## config.mk

```make
export PLATFORM = sky130hd
export DESIGN_NAME = raster_timer
export DESIGN_NICKNAME = d
export VERILOG_FILES = /design/src/rtl/raster_timer_pkg.sv /design/src/rtl/raster_timer_ctrl.sv /design/src/rtl/raster_timer_dp.sv /design/src/rtl/raster_timer.sv
export SDC_FILE = /design/constraint.sdc
export NUM_CORES = 1
export LEC_CHECK = 0
export BUFFER_PORTS_ARGS = -buffer_cell sky130_fd_sc_hd__buf_2
export CAP_MARGIN = 20
export CORE_ASPECT_RATIO = 2
export CORE_MARGIN = 5
export CORE_UTILIZATION = 45
export CTS_BUF_LIST = sky130_fd_sc_hd__clkbuf_4 sky130_fd_sc_hd__clkbuf_8 sky130_fd_sc_hd__clkbuf_16
export DETAILED_ROUTE_END_ITERATION = 10
export PLACE_DENSITY = 0.74
export SLEW_MARGIN = 10
export SYNTH_ARGS = -nofsm -noshare
export SYNTH_HDL_FRONTEND = slang
export SYNTH_HIERARCHICAL = 1
export SYNTH_SLANG_ARGS = --single-unit
```

## constraint.sdc

```tcl
create_clock -name clk -period 3.49 [get_ports clk]
set_input_delay 0.698 -clock clk [delete_from_list [all_inputs] [get_ports clk]]
set_output_delay 0.698 -clock clk [all_outputs]
set_load 0.05 [all_outputs]
```

## src/rtl/raster_timer_pkg.sv

```systemverilog
package raster_timer_pkg;
  typedef struct packed {
    logic lineEnd;
    logic frameEnd;
    logic vblankHit;
    logic stallHit;
  } stepT;
endpackage

```

## src/rtl/raster_timer_ctrl.sv

```systemverilog
module raster_timer_ctrl
  import raster_timer_pkg::*;
#(
  parameter int DOTS        = 341,
  parameter int LINES       = 262,
  parameter int VBLANK_LINE = 225,
  parameter int SHORT_LINE  = 240,
  parameter int REFRESH_DOT = 134,
  localparam int DOT_W  = $clog2(DOTS),
  localparam int LINE_W = $clog2(LINES + 1)
) (
  input  logic              dotEn,
  input  logic              interlace,
  input  logic [2:0]        mclkLow,
  input  logic [DOT_W-1:0]  dotPos,
  input  logic [LINE_W-1:0] linePos,
  input  logic              oddFrame,
  input  logic              refreshDone,
  output stepT              step
);
  localparam logic [DOT_W-1:0]  LAST_DOT   = DOT_W'(DOTS - 1);
  localparam logic [DOT_W-1:0]  SHORT_DOT  = DOT_W'(DOTS - 2);
  localparam logic [DOT_W-1:0]  REF_A      = DOT_W'(REFRESH_DOT);
  localparam logic [DOT_W-1:0]  REF_B      = DOT_W'(REFRESH_DOT + 1);
  localparam logic [LINE_W-1:0] LAST_SHORT = LINE_W'(LINES - 1);
  localparam logic [LINE_W-1:0] LAST_LONG  = LINE_W'(LINES);
  localparam logic [LINE_W-1:0] PRE_VBL    = LINE_W'(VBLANK_LINE - 1);
  localparam logic [LINE_W-1:0] CUT_LINE   = LINE_W'(SHORT_LINE);

  logic [DOT_W-1:0]  lastDot;
  logic [LINE_W-1:0] lastLine;
  logic              cutActive;

  always_comb begin
    cutActive = !interlace && oddFrame && (linePos == CUT_LINE);
    lastDot   = cutActive ? SHORT_DOT : LAST_DOT;
    lastLine  = (interlace && !oddFrame) ? LAST_LONG : LAST_SHORT;
    step.lineEnd   = dotEn && (dotPos >= lastDot);
    step.frameEnd  = step.lineEnd && (linePos >= lastLine);
    step.vblankHit = step.lineEnd && !step.frameEnd && (linePos == PRE_VBL);
    step.stallHit  = dotEn && !refreshDone && (mclkLow == 3'd0) &&
                     ((dotPos == REF_A) || (dotPos == REF_B));
  end
endmodule

```

## src/rtl/raster_timer_dp.sv

```systemverilog
module raster_timer_dp
  import raster_timer_pkg::*;
#(
  parameter int DOTS        = 341,
  parameter int LINES       = 262,
  parameter int VBLANK_LINE = 225,
  parameter int REFRESH_DOT = 134,
  localparam int DOT_W  = $clog2(DOTS),
  localparam int LINE_W = $clog2(LINES + 1)
) (
  input  logic              clk,
  input  logic              rstN,
  input  logic              dotEn,
  input  logic              nmiEnable,
  input  logic [2:0]        mclkLow,
  input  stepT              step,
  output logic [DOT_W-1:0]  dotPos,
  output logic [LINE_W-1:0] linePos,
  output logic              oddFrame,
  output logic              vblankFlag,
  output logic              nmiReq,
  output logic              refreshStall,
  output logic              refreshDone
);
  always_ff @(posedge clk or negedge rstN) begin
    if (!rstN) begin
      dotPos       <= '0;
      linePos      <= '0;
      oddFrame     <= 1'b0;
      vblankFlag   <= 1'b0;
      nmiReq       <= 1'b0;
      refreshStall <= 1'b0;
      refreshDone  <= 1'b0;
    end else begin
      nmiReq       <= step.vblankHit && nmiEnable;
      refreshStall <= step.stallHit;
      if (step.lineEnd) begin
        dotPos      <= '0;
        refreshDone <= 1'b0;
        if (step.frameEnd) begin
          linePos    <= '0;
          oddFrame   <= !oddFrame;
          vblankFlag <= 1'b0;
        end else begin
          linePos <= linePos + 1'b1;
          if (step.vblankHit) vblankFlag <= 1'b1;
        end
      end else if (dotEn) begin
        dotPos <= dotPos + 1'b1;
        if (step.stallHit) refreshDone <= 1'b1;
      end
    end
  end

  a_r2_dot_bound: assert property (@(posedge clk) disable iff (!rstN)
    dotPos <= DOT_W'(DOTS - 1));
  a_r2_hold_without_enable: assert property (@(posedge clk) disable iff (!rstN)
    !dotEn |=> $stable(dotPos) && $stable(linePos));
  a_r4_line_bound: assert property (@(posedge clk) disable iff (!rstN)
    linePos <= LINE_W'(LINES));
  a_r6_parity_at_wrap: assert property (@(posedge clk) disable iff (!rstN)
    !$stable(oddFrame) |-> (linePos == '0) && !vblankFlag);
  a_r7_req_with_flag: assert property (@(posedge clk) disable iff (!rstN)
    nmiReq |-> vblankFlag && (linePos == LINE_W'(VBLANK_LINE)));
  a_r8_stall_window: assert property (@(posedge clk) disable iff (!rstN)
    step.stallHit |=> refreshStall && ((dotPos == DOT_W'(REFRESH_DOT + 1)) ||
                                      (dotPos == DOT_W'(REFRESH_DOT + 2))));
  a_r8_stall_aligned: assert property (@(posedge clk) disable iff (!rstN)
    step.stallHit |-> (mclkLow == 3'd0));
  a_r9_single_pulse: assert property (@(posedge clk) disable iff (!rstN)
    refreshStall |=> !refreshStall);
endmodule

```

## src/rtl/raster_timer.sv

```systemverilog
module raster_timer
  import raster_timer_pkg::*;
#(
  parameter int DOTS        = 341,
  parameter int LINES       = 262,
  parameter int VBLANK_LINE = 225,
  parameter int SHORT_LINE  = 240,
  parameter int REFRESH_DOT = 134,
  localparam int DOT_W  = $clog2(DOTS),
  localparam int LINE_W = $clog2(LINES + 1)
) (
  input  logic              clk,
  input  logic              rstN,
  input  logic              dotEn,
  input  logic              interlace,
  input  logic              nmiEnable,
  input  logic [2:0]        mclkLow,
  output logic [DOT_W-1:0]  dotPos,
  output logic [LINE_W-1:0] linePos,
  output logic              oddFrame,
  output logic              nmiReq,
  output logic              vblankFlag,
  output logic              refreshStall
);
  stepT step;
  logic refreshDone;

  raster_timer_ctrl #(
    .DOTS(DOTS), .LINES(LINES), .VBLANK_LINE(VBLANK_LINE),
    .SHORT_LINE(SHORT_LINE), .REFRESH_DOT(REFRESH_DOT)
  ) u_ctrl (
    .dotEn(dotEn), .interlace(interlace), .mclkLow(mclkLow),
    .dotPos(dotPos), .linePos(linePos), .oddFrame(oddFrame),
    .refreshDone(refreshDone), .step(step)
  );

  raster_timer_dp #(
    .DOTS(DOTS), .LINES(LINES), .VBLANK_LINE(VBLANK_LINE),
    .REFRESH_DOT(REFRESH_DOT)
  ) u_dp (
    .clk(clk), .rstN(rstN), .dotEn(dotEn), .nmiEnable(nmiEnable),
    .mclkLow(mclkLow), .step(step), .dotPos(dotPos), .linePos(linePos),
    .oddFrame(oddFrame), .vblankFlag(vblankFlag), .nmiReq(nmiReq),
    .refreshStall(refreshStall), .refreshDone(refreshDone)
  );
endmodule

```

==> flow_metrics.py, run 1 <==
metrics = {
    "critical_path": {
        "crit_required_ns": 3.67,
        "max_stage_delay_ns": 0.46,
        "critPathArrivalTime_ns": 3.22,
        "crit_fanout": 8,
        "cp_cell_sequence": "nand2_1, nor3_2, nand4_1, or3_1, ha_1, nor2b_1, o21ai_0, a21o_1, nand2_1, nand4_1, or3_1, a21oi_1",
        "worstSetupPathType": "flip-flop to flip-flop",
        "cp_slowest_cell": "dfrtp_1",
        "cp-start-kind": "flip-flop",
        "cp-end-kind": "flip-flop",
    },
    "detailed_routing": {
        "final_antenna_net_count": 0,
        "num_vias": 1129,
        "drtPass1Iterations": 4,
        "wl_per_cell_um": 15.3,
        "vias_per_cell": 5.76,
        "drc": 0,
        "wirelength_um": 3000,
        "drtIter0Drc": 32,
    },
    "grt": {
        "grt_usage_pct": 15.9,
        "grt_pass1_wl_um": 5010,
        "grt_pass1_vias": 1189,
        "antenna_found_initial": 0,
        "grt_remaining_overflow": 0,
        "grt_max_degree": 24,
    },
    "synthesis": {
        "synth_async_sr_flop_share_pct": 100,
        "ys_ff_latch": 23,
        "synth_area_um2": 1300,
        "ys.warnings.count": 6,
        "ys.flop_type": "dfrtp_1",
        "synth_seq_area_share_pct": 44.3,
        "syn-num-nets": 151,
        "synth_edf_count": 0,
        "synth_cells": 136,
        "synth_area_leaders": "dfrtp_1 (44%), ha_1 (6.7%), nand4_1 (3.9%), o21ai_0 (3.9%), a21oi_1 (3.5%)",
        "netlist.area_leader.share_pct": 44.3,
        "yosys.area.top_type": "dfrtp_1",
        "syn_area_per_cell_um2": 9.55,
        "yosysUniqueCellTypes": 39,
    },
    "placement": {
        "placed_cell_area_um2": 1480,
        "place.gp.congestion": 0.789,
        "dpl.cell_count": 192,
        "io_buffers": 29,
        "hpwl_um": 2300,
    },
    "finish": {
        "num_antenna_cells": 0,
        "fillCellCount": 248,
        "multi_input_area_um2": 673,
        "final_cells": 196,
        "drive_above_1_share_pct": 27.5,
        "synthToLayoutAreaGrowth_pct": 17.1,
        "seqCellArea_um2": 576,
        "postLayoutCellArea_um2": 1520,
        "layout_commonest_cell": "buf_2",
        "nets": 183,
        "final_cell_mix": "buf_2 (29), dfrtp_1 (23), nor2_1 (11), nand2_1 (11), o21ai_0 (10)",
    },
    "clock_tree": {
        "cts_setup_buffers": 0,
        "cts_root_buf": "clkbuf_8",
        "insertion_delay_ns": 0.26,
        "clk_pin_slew_worst_paths_ns": 0.08,
        "htreeDepth": 1,
        "cts_num_sinks": 23,
        "cts_buffers": 3,
        "post_cts_resized": 0,
        "cts_tree": "yes",
        "clockBufferDepth": 2,
        "hold_buffers": 0,
    },
    "outcome": {
        "status": "finished, final reports clean",
    },
    "timing": {
        "drv_slew": 0,
        "finalSetupTns_ns": 0,
        "period_needed_ns": 3.04,
        "setup_viol": 0,
        "rsz0062_at_grt": "no",
        "slew_headroom_pct": 65.1,
        "finClkSkew_ns": 0.00411,
        "fmax_ghz": 0.329,
        "fin_crit_sh_pct": 87.0,
        "tightest_slew_ns": 0.523,
        "finalHoldViolations": 0,
    },
    "floorplanning": {
        "io_pins": 30,
        "dieArea_um2": 4130,
        "row_count": 27,
        "core-area_um2": 2770,
        "die_x_um": 48.0,
        "start_util_pct": 46.9,
        "die_h_um": 86.0,
    },
    "power_and_ir_drop": {
        "power_per_cell_area_nw_per_um2": 558,
        "power.leakage_nw": 0.721,
        "vdd_drop_max_v": 0.000328,
    },
    "job": {
        "max-cap-violations": 0,
    },
    "hold_path": {
        "hold_class": "primary input to asynchronous set/reset pin",
    },
}
-- sequential cells by signal, indices dropped and copies added, names as in the netlist --
register	count
u_dp/vblankFlag	1
u_dp/linePos	9
u_dp/refreshStall	1
u_dp/refreshDone	1
u_dp/oddFrame	1
u_dp/dotPos	9
u_dp/nmiReq	1
-- Yosys cell counts (2+ instances only) --
| library cell | n |
|---|---|
| o21ai_0 | 10 |
| nand3_1 | 3 |
| nor2_1 | 11 |
| and2_1 | 2 |
| mux2_2 | 2 |
| xor2_1 | 4 |
| and4_2 | 2 |
| ha_1 | 7 |
| o22ai_1 | 2 |
| xnor2_1 | 2 |
| nand2_1 | 11 |
| nand4_1 | 8 |
| mux2i_1 | 2 |
| inv_1 | 8 |
| or3_1 | 7 |
| or4_4 | 2 |
| dfrtp_1 | 23 |
| a21oi_1 | 9 |
-- logic make-up after synthesis --
kind of cell / share of synthesized area, %
and+or+nand+nor: 24.7
buffers and inverters: 3.85
AOI/OAI and AO/OA: 13.1
xor gates and xnor gates: 4.05
adders and majority gates: 6.74
muxes: 3.28
DFF: 44.3
-- per-layer routing --
layer	vias up	GRT usage, %	routed length (µm)
met5	-	0	0
met2	26	29.3	1660
met3	2	1.68	133
met1	542	17.2	1190
li1	559	-	-
met4	0	5.15	23
-- power by group --
| group | internal (W) | leakage (nW) | switching, W |
|---|---|---|---|
| combinational | 0.0000902 | 0.401 | 0.000223 |
| sequential | 0.000305 | 0.294 | 0.0000708 |
| clock | 0.0000794 | 0.0255 | 0.0000811 |
-- critical path: cells and delay by family, from the launching register on --
kind	cells	cell delay, ns
AO/OA/AOI/OAI	3	0.46
adder cells (fa/ha/maj)	1	0.31
flip-flops	1	0.46
AND/OR/NAND/NOR	8	1.72
-- area by class of cell --
cell class / instances / share of cell area, %
clock buffer: 3 / 2.71
clock inverter: 1 / 0.329
inverter: 8 / 1.97
multi-input combinational: 101 / 44.2
sequential: 23 / 37.8
tap: 29 / 2.38
timing repair buffer: 31 / 10.5
-- worst paths after layout --
check | from | end | slack (ns) | cells after the start
max | u_dp/linePos[5] | u_dp/linePos[8] | 0.45 | 12
min | rstN | u_dp/refreshDone | 0.41 | 1
max reg2reg | u_dp/linePos[5] | u_dp/linePos[8] | 0.45 | 12
min reg2reg | u_dp/vblankFlag | u_dp/vblankFlag | 0.49 | 2
max in group asynchronous | rstN | u_dp/dotPos[8] | 2.73 | 1
min in group clk | u_dp/vblankFlag | u_dp/vblankFlag | 0.49 | 2
-- through the flow --
stage	util, %	setup slack, ns	total power, W	hold slack (ns)
floorplan	-	0.350	0.000605	0.402
global placement	53.3	0.633	0.000682	0.486
detailed placement	53.3	0.494	0.000697	0.481
CTS	54.9	0.461	0.000863	0.427
global route	54.9	0.223	0.000904	0.449
finish	54.9	0.455	0.000850	0.405
No activity file was read; power rests on OpenSTA's default activity.
==> inputs of run 2 (changes only) <==
--- a/config.mk
+++ b/config.mk
@@ -6,5 +6,5 @@
 export NUM_CORES = 1
 export LEC_CHECK = 0
-export BUFFER_PORTS_ARGS = -buffer_cell sky130_fd_sc_hd__buf_2
+export BUFFER_PORTS_ARGS = -buffer_cell sky130_fd_sc_hd__buf_4
 export CAP_MARGIN = 20
 export CORE_ASPECT_RATIO = 2
==> constraint.sdc (replaced) <==
create_clock -name clk -period 3.49 [get_ports clk]
set_input_delay 0.698 -clock clk [delete_from_list [all_inputs] [get_ports clk]]
set_output_delay 0.698 -clock clk [all_outputs]
set_load 0.01 [all_outputs]
==> run 2 against run 1 <==
Against the previous run: register-to-register slack got worse by 0.11 ns; count of clock-buffer cells in the layout increased by 1; worst hold slack got worse by 0.087 ns; combinational power decreased by 32%; cell count decreased by 0.51%; first-iteration DRC count increased by 25%; clock power increased by 6%; critical endpoint is now u_dp/linePos[6]; largest cell class unchanged.
==> flow_metrics.py, run 2 (synthesized netlist as in run 1, its figures left out) <==
metrics = {
    "power_and_ir_drop": {
        "netSwitchingFraction_pct": 33.5,
        "p_int_w": 0.000505,
        "power_per_cell_area_nw_per_um2": 478,
        "pwr-share-seq_pct": 49.5,
        "vdd_drop_max_v": 0.000258,
        "comb_power_share_pct": 28.3,
        "power.leakage_nw": 0.730,
        "clock_power_share_pct": 22.2,
        "switching_power_w": 0.000254,
        "p_total_w": 0.000759,
    },
    "critical_path": {
        "cp-end-kind": "flip-flop",
        "crit_end": "u_dp/linePos[6]",
        "crit_start": "u_dp/linePos[5]",
        "r2r_end": "u_dp/linePos[6]",
        "worstReg2RegStart": "u_dp/linePos[5]",
        "crit_fanout": 8,
        "cp_cell_sequence": "nand2_1, nor3_2, nand4_1, or3_1, ha_1, nor2b_1, o21ai_0, a21o_1, a221oi_1, and2_1, a21oi_1",
        "cp_slowest_cell": "a221oi_1",
        "ff2ff_setup_slack_ns": 0.34,
        "crit_required_ns": 3.63,
        "cp-start-kind": "flip-flop",
        "worstSetupPathType": "flip-flop to flip-flop",
        "critPathArrivalTime_ns": 3.29,
        "reg2regPathDepth": 11,
        "max_stage_delay_ns": 0.62,
    },
    "finish": {
        "num_antenna_cells": 0,
        "seqCellArea_um2": 576,
        "layout_commonest_cell": "buf_4",
        "nets": 182,
        "synthToLayoutAreaGrowth_pct": 22.4,
        "fillCellCount": 267,
        "final_cell_mix": "buf_4 (30), dfrtp_1 (23), nor2_1 (11), nand2_1 (11), o21ai_0 (10)",
        "reg_top3": "u_dp/dotPos (9), u_dp/linePos (9)",
        "final_util_pct": 57.4,
        "multi_input_area_um2": 673,
        "postLayoutCellArea_um2": 1590,
        "drive_above_1_share_pct": 27.1,
    },
    "floorplanning": {
        "dieArea_um2": 4130,
        "die_h_um": 86.0,
        "io_pins": 30,
        "start_util_pct": 46.9,
        "die_x_um": 48.0,
        "core-area_um2": 2770,
        "row_count": 27,
    },
    "grt": {
        "antenna_found_initial": 0,
        "met2_usage_pct": 27.7,
        "globalRouteMet1Util_pct": 16.3,
        "grt_pass1_vias": 1204,
        "grt_max_degree": 24,
        "grt_usage_pct": 15.7,
        "grt_pass1_wl_um": 4910,
        "grt_remaining_overflow": 0,
        "grt_use_met3_pct": 2.52,
        "busiest_layer": "met2",
    },
    "timing": {
        "fmax_ghz": 0.318,
        "finalSetupTns_ns": 0,
        "tightest_slew_ns": 0.682,
        "setup_viol": 0,
        "drv_slew": 0,
        "period_needed_ns": 3.15,
        "fin_crit_sh_pct": 90.1,
        "finalHoldViolations": 0,
        "finClkSkew_ns": 0.00176,
        "setup_slack_ns": 0.344,
        "rsz0062_at_grt": "no",
        "slew_headroom_pct": 54.5,
    },
    "clock_tree": {
        "cts_num_sinks": 23,
        "clockBufferDepth": 2,
        "insertion_delay_ns": 0.26,
        "clk_pin_slew_worst_paths_ns": 0.08,
        "hold_buffers": 0,
        "cts_tree": "yes",
        "cts_setup_buffers": 0,
        "cts_root_buf": "clkbuf_8",
        "cts_buffers": 3,
        "post_cts_resized": 0,
        "htreeDepth": 1,
    },
    "placement": {
        "pre_cts_ws_ns": 0.395,
        "hpwl_um": 2280,
        "place.gp.congestion": 0.787,
        "placed_cell_area_um2": 1540,
        "io_buffers": 29,
    },
    "detailed_routing": {
        "drtPass1Iterations": 5,
        "wirelength_um": 3000,
        "drc": 0,
        "num_vias": 1163,
        "final_antenna_net_count": 0,
        "drtIter0Drc": 40,
        "vias_per_cell": 5.96,
        "wl_per_cell_um": 15.4,
    },
    "outcome": {
        "status": "finished, final reports clean",
    },
    "hold_path": {
        "hold_class": "primary input to asynchronous set/reset pin",
    },
    "job": {
        "max-cap-violations": 0,
    },
}
## run 2: cell types whose count changed in the layout (fill, tap and decap cells not counted)
| cell | before | now |
|---|---|---|
| clkbuf_4 | 0 | 1 |
| buf_2 | 29 | 0 |
| buf_4 | 2 | 30 |
| clkinv_2 | 1 | 0 |
## run 2: how the worst min path moves through the flow
stage,to,slack (ns),from,cells after the start
global route,u_dp/vblankFlag,0.34,rstN,1
floorplan,u_dp/dotPos[0],0.40,rstN,0
finish,u_dp/refreshDone,0.32,rstN,1
global placement,u_dp/vblankFlag,0.49,u_dp/vblankFlag,2
detailed placement,u_dp/refreshDone,0.50,u_dp/refreshDone,2
CTS,u_dp/refreshStall,0.33,rstN,1
## run 2: layer usage
| layer | wire length (µm) | share of wire, % | up-vias |
|---|---|---|---|
| met5 | 0 | 0 | - |
| met4 | 45 | 1.5 | 0 |
| met3 | 149 | 5.0 | 6 |
| met2 | 1630 | 54 | 30 |
| met1 | 1180 | 39 | 573 |
| li1 | - | - | 554 |
## run 2: layout make-up
class / count / share of cell area (%)
inverters: 8 / 1.89
well taps: 29 / 2.28
repair buffers: 30 / 14.2
clock buffers: 4 / 3.07
flip-flops and latches: 23 / 36.2
multi-input cells: 101 / 42.4
## run 2: worst max-delay path, delay by kind of cell (launching register included)
kind                       cells  cell delay (ns)
DFF                            1             0.48
adders and majority gates      1             0.31
and+or+nand+nor                6             1.26
AOI/OAI and AO/OA              4             0.98
## run 2: stage by stage
stage          cells  hold slack [ns]
2_1_floorplan    136            0.402
3_3_place_gp     191            0.489
3_5_place_dp     191            0.497
4_1_cts          195            0.326
5_1_grt          195            0.337
6_report         195            0.319
## run 2: power by group through the flow
stage | clock network, W | registers (W) | logic [W]
3_3_place_gp | 0 | 0.000381 | 0.000207
5_1_grt | 0.000184 | 0.000386 | 0.000248
3_5_place_dp | 0 | 0.000381 | 0.000218
4_1_cts | 0.000173 | 0.000376 | 0.000219
2_1_floorplan | 0 | 0.000384 | 0.000105
6_report | 0.000169 | 0.000376 | 0.000215
==> inputs of run 3 (changes only) <==
- clock period: 3.49 -> 3.7 ns (I/O delays scaled with it)
==> run 3 against run 2 <==
Against the previous run: non-clock buffer count stayed put; critical path depth is the same; clock power decreased by 9%; worst setup slack better by 0.24 ns; global-route usage grew 0.99 points; via count is 0.86% lower; die area is the same; clock skew rose by 0.0013 ns; sequential share of layout area is 0.057 points higher.
==> flow_metrics.py, run 3 (synthesized netlist as in run 1, its figures left out) <==
metrics = {
    "power_and_ir_drop": {
        "vdd_drop_max_v": 0.000203,
        "p_total_w": 0.000715,
        "power.leakage_nw": 0.729,
        "power_per_cell_area_nw_per_um2": 451,
    },
    "finish": {
        "reg_top3": "u_dp/dotPos (9), u_dp/linePos (9)",
        "layout_commonest_cell": "buf_4",
        "final_cells": 195,
        "final_cell_mix": "buf_4 (30), dfrtp_1 (23), nor2_1 (11), nand2_1 (11), o21ai_0 (10)",
        "final_util_pct": 57.3,
        "synthToLayoutAreaGrowth_pct": 22.2,
        "drive_above_1_share_pct": 27.1,
        "num_antenna_cells": 0,
        "postLayoutCellArea_um2": 1590,
        "nets": 182,
    },
    "grt": {
        "grt_pass1_wl_um": 5200,
        "grt_max_degree": 24,
        "grt_usage_pct": 16.7,
        "antenna_found_initial": 0,
        "grt_pass1_vias": 1192,
        "grt_remaining_overflow": 0,
    },
    "floorplanning": {
        "die_x_um": 48.0,
        "core-area_um2": 2770,
        "io_pins": 30,
        "dieArea_um2": 4130,
        "row_count": 27,
        "die_h_um": 86.0,
        "start_util_pct": 46.9,
    },
    "clock_tree": {
        "cts_num_sinks": 23,
        "cts_root_buf": "clkbuf_8",
        "insertion_delay_ns": 0.26,
        "hold_buffers": 0,
        "clk_pin_slew_worst_paths_ns": 0.08,
        "cts_tree": "yes",
        "clockBufferDepth": 2,
        "htreeDepth": 1,
        "cts_buffers": 3,
        "cts_setup_buffers": 0,
        "post_cts_resized": 0,
    },
    "critical_path": {
        "cp-end-kind": "flip-flop",
        "crit_fanout": 8,
        "cp-start-kind": "flip-flop",
        "critPathArrivalTime_ns": 3.26,
        "worstSetupPathType": "flip-flop to flip-flop",
        "ff2ff_setup_slack_ns": 0.59,
        "crit_required_ns": 3.85,
    },
    "detailed_routing": {
        "drtPass1Iterations": 4,
        "drtIter0Drc": 25,
        "wl_met3_um": 142,
        "vias_per_cell": 5.91,
        "drc": 0,
        "met1Wirelength_um": 1200,
        "top_layer": "met4",
        "wl_per_cell_um": 15.7,
        "wirelength_um": 3070,
        "met2_length_um": 1670,
        "num_vias": 1153,
        "final_antenna_net_count": 0,
    },
    "timing": {
        "setup_viol": 0,
        "finClkSkew_ns": 0.00309,
        "finalHoldViolations": 0,
        "fin_crit_sh_pct": 84.1,
        "slew_headroom_pct": 54.7,
        "rsz0062_at_grt": "no",
        "finalSetupTns_ns": 0,
        "drv_slew": 0,
        "period_needed_ns": 3.11,
        "tightest_slew_ns": 0.680,
        "fmax_ghz": 0.321,
    },
    "job": {
        "max-cap-violations": 0,
    },
    "placement": {
        "placed_cell_area_um2": 1540,
        "hpwl_um": 2340,
        "dpl.cell_count": 191,
        "io_buffers": 29,
        "place.gp.congestion": 0.787,
    },
    "hold_path": {
        "hold_class": "primary input to asynchronous set/reset pin",
    },
    "outcome": {
        "status": "finished, final reports clean",
    },
}
[run 3: cell count changes in the layout (fill, tap and decap cells not counted)]
cell / delta
clkbuf_4: -1
clkinv_2: +1
[run 3: power breakdown]
group          switching, W  internal, W
Combinational      0.000100     0.000106
Clock             0.0000782    0.0000750
Sequential        0.0000676     0.000288
[run 3: cell type report]
cell class | count | area [µm²]
timing repair buffer | 30 | 225
fill | 265 | 1180
sequential | 23 | 576
clock buffer | 3 | 41.3
multi-input combinational | 101 | 673
clock inverter | 1 | 5.00
inverter | 8 | 30.0
tap | 29 | 36.3
[run 3: metal layers]
metal,vias up,GRT usage (%)
li1,557,-
met1,563,19.2
met2,27,29.2
met3,6,1.89
met4,0,6.37
met5,-,0
[run 3: final timing paths]
path	startpoint	to	cells after the start
max in group asynchronous	rstN	u_dp/dotPos[3]	1
worst max-delay path	u_dp/linePos[5]	u_dp/linePos[4]	11
worst min register to register	u_dp/refreshDone	u_dp/refreshDone	2
worst min-delay path	rstN	u_dp/refreshStall	1
min in group clk	u_dp/refreshDone	u_dp/refreshDone	2
worst max register to register	u_dp/linePos[5]	u_dp/linePos[4]	11
[run 3: stage by stage]
stage	setup slack, ns	hold WS, ns
floorplan	0.868	0.444
global placement	0.663	0.490
detailed placement	0.528	0.498
CTS	0.594	0.365
global route	0.291	0.377
finish	0.587	0.359
[run 3: critical path: stages (launching register included)]
cell      delay [ns]
dfrtp_1         0.46
nand2_1         0.09
nor3_2          0.11
nand4_1         0.15
or3_1           0.39
ha_1            0.32
nor2b_1         0.13
o21ai_0         0.08
a21o_1          0.21
a221oi_1        0.62
and2_1          0.36
nor2_1          0.09
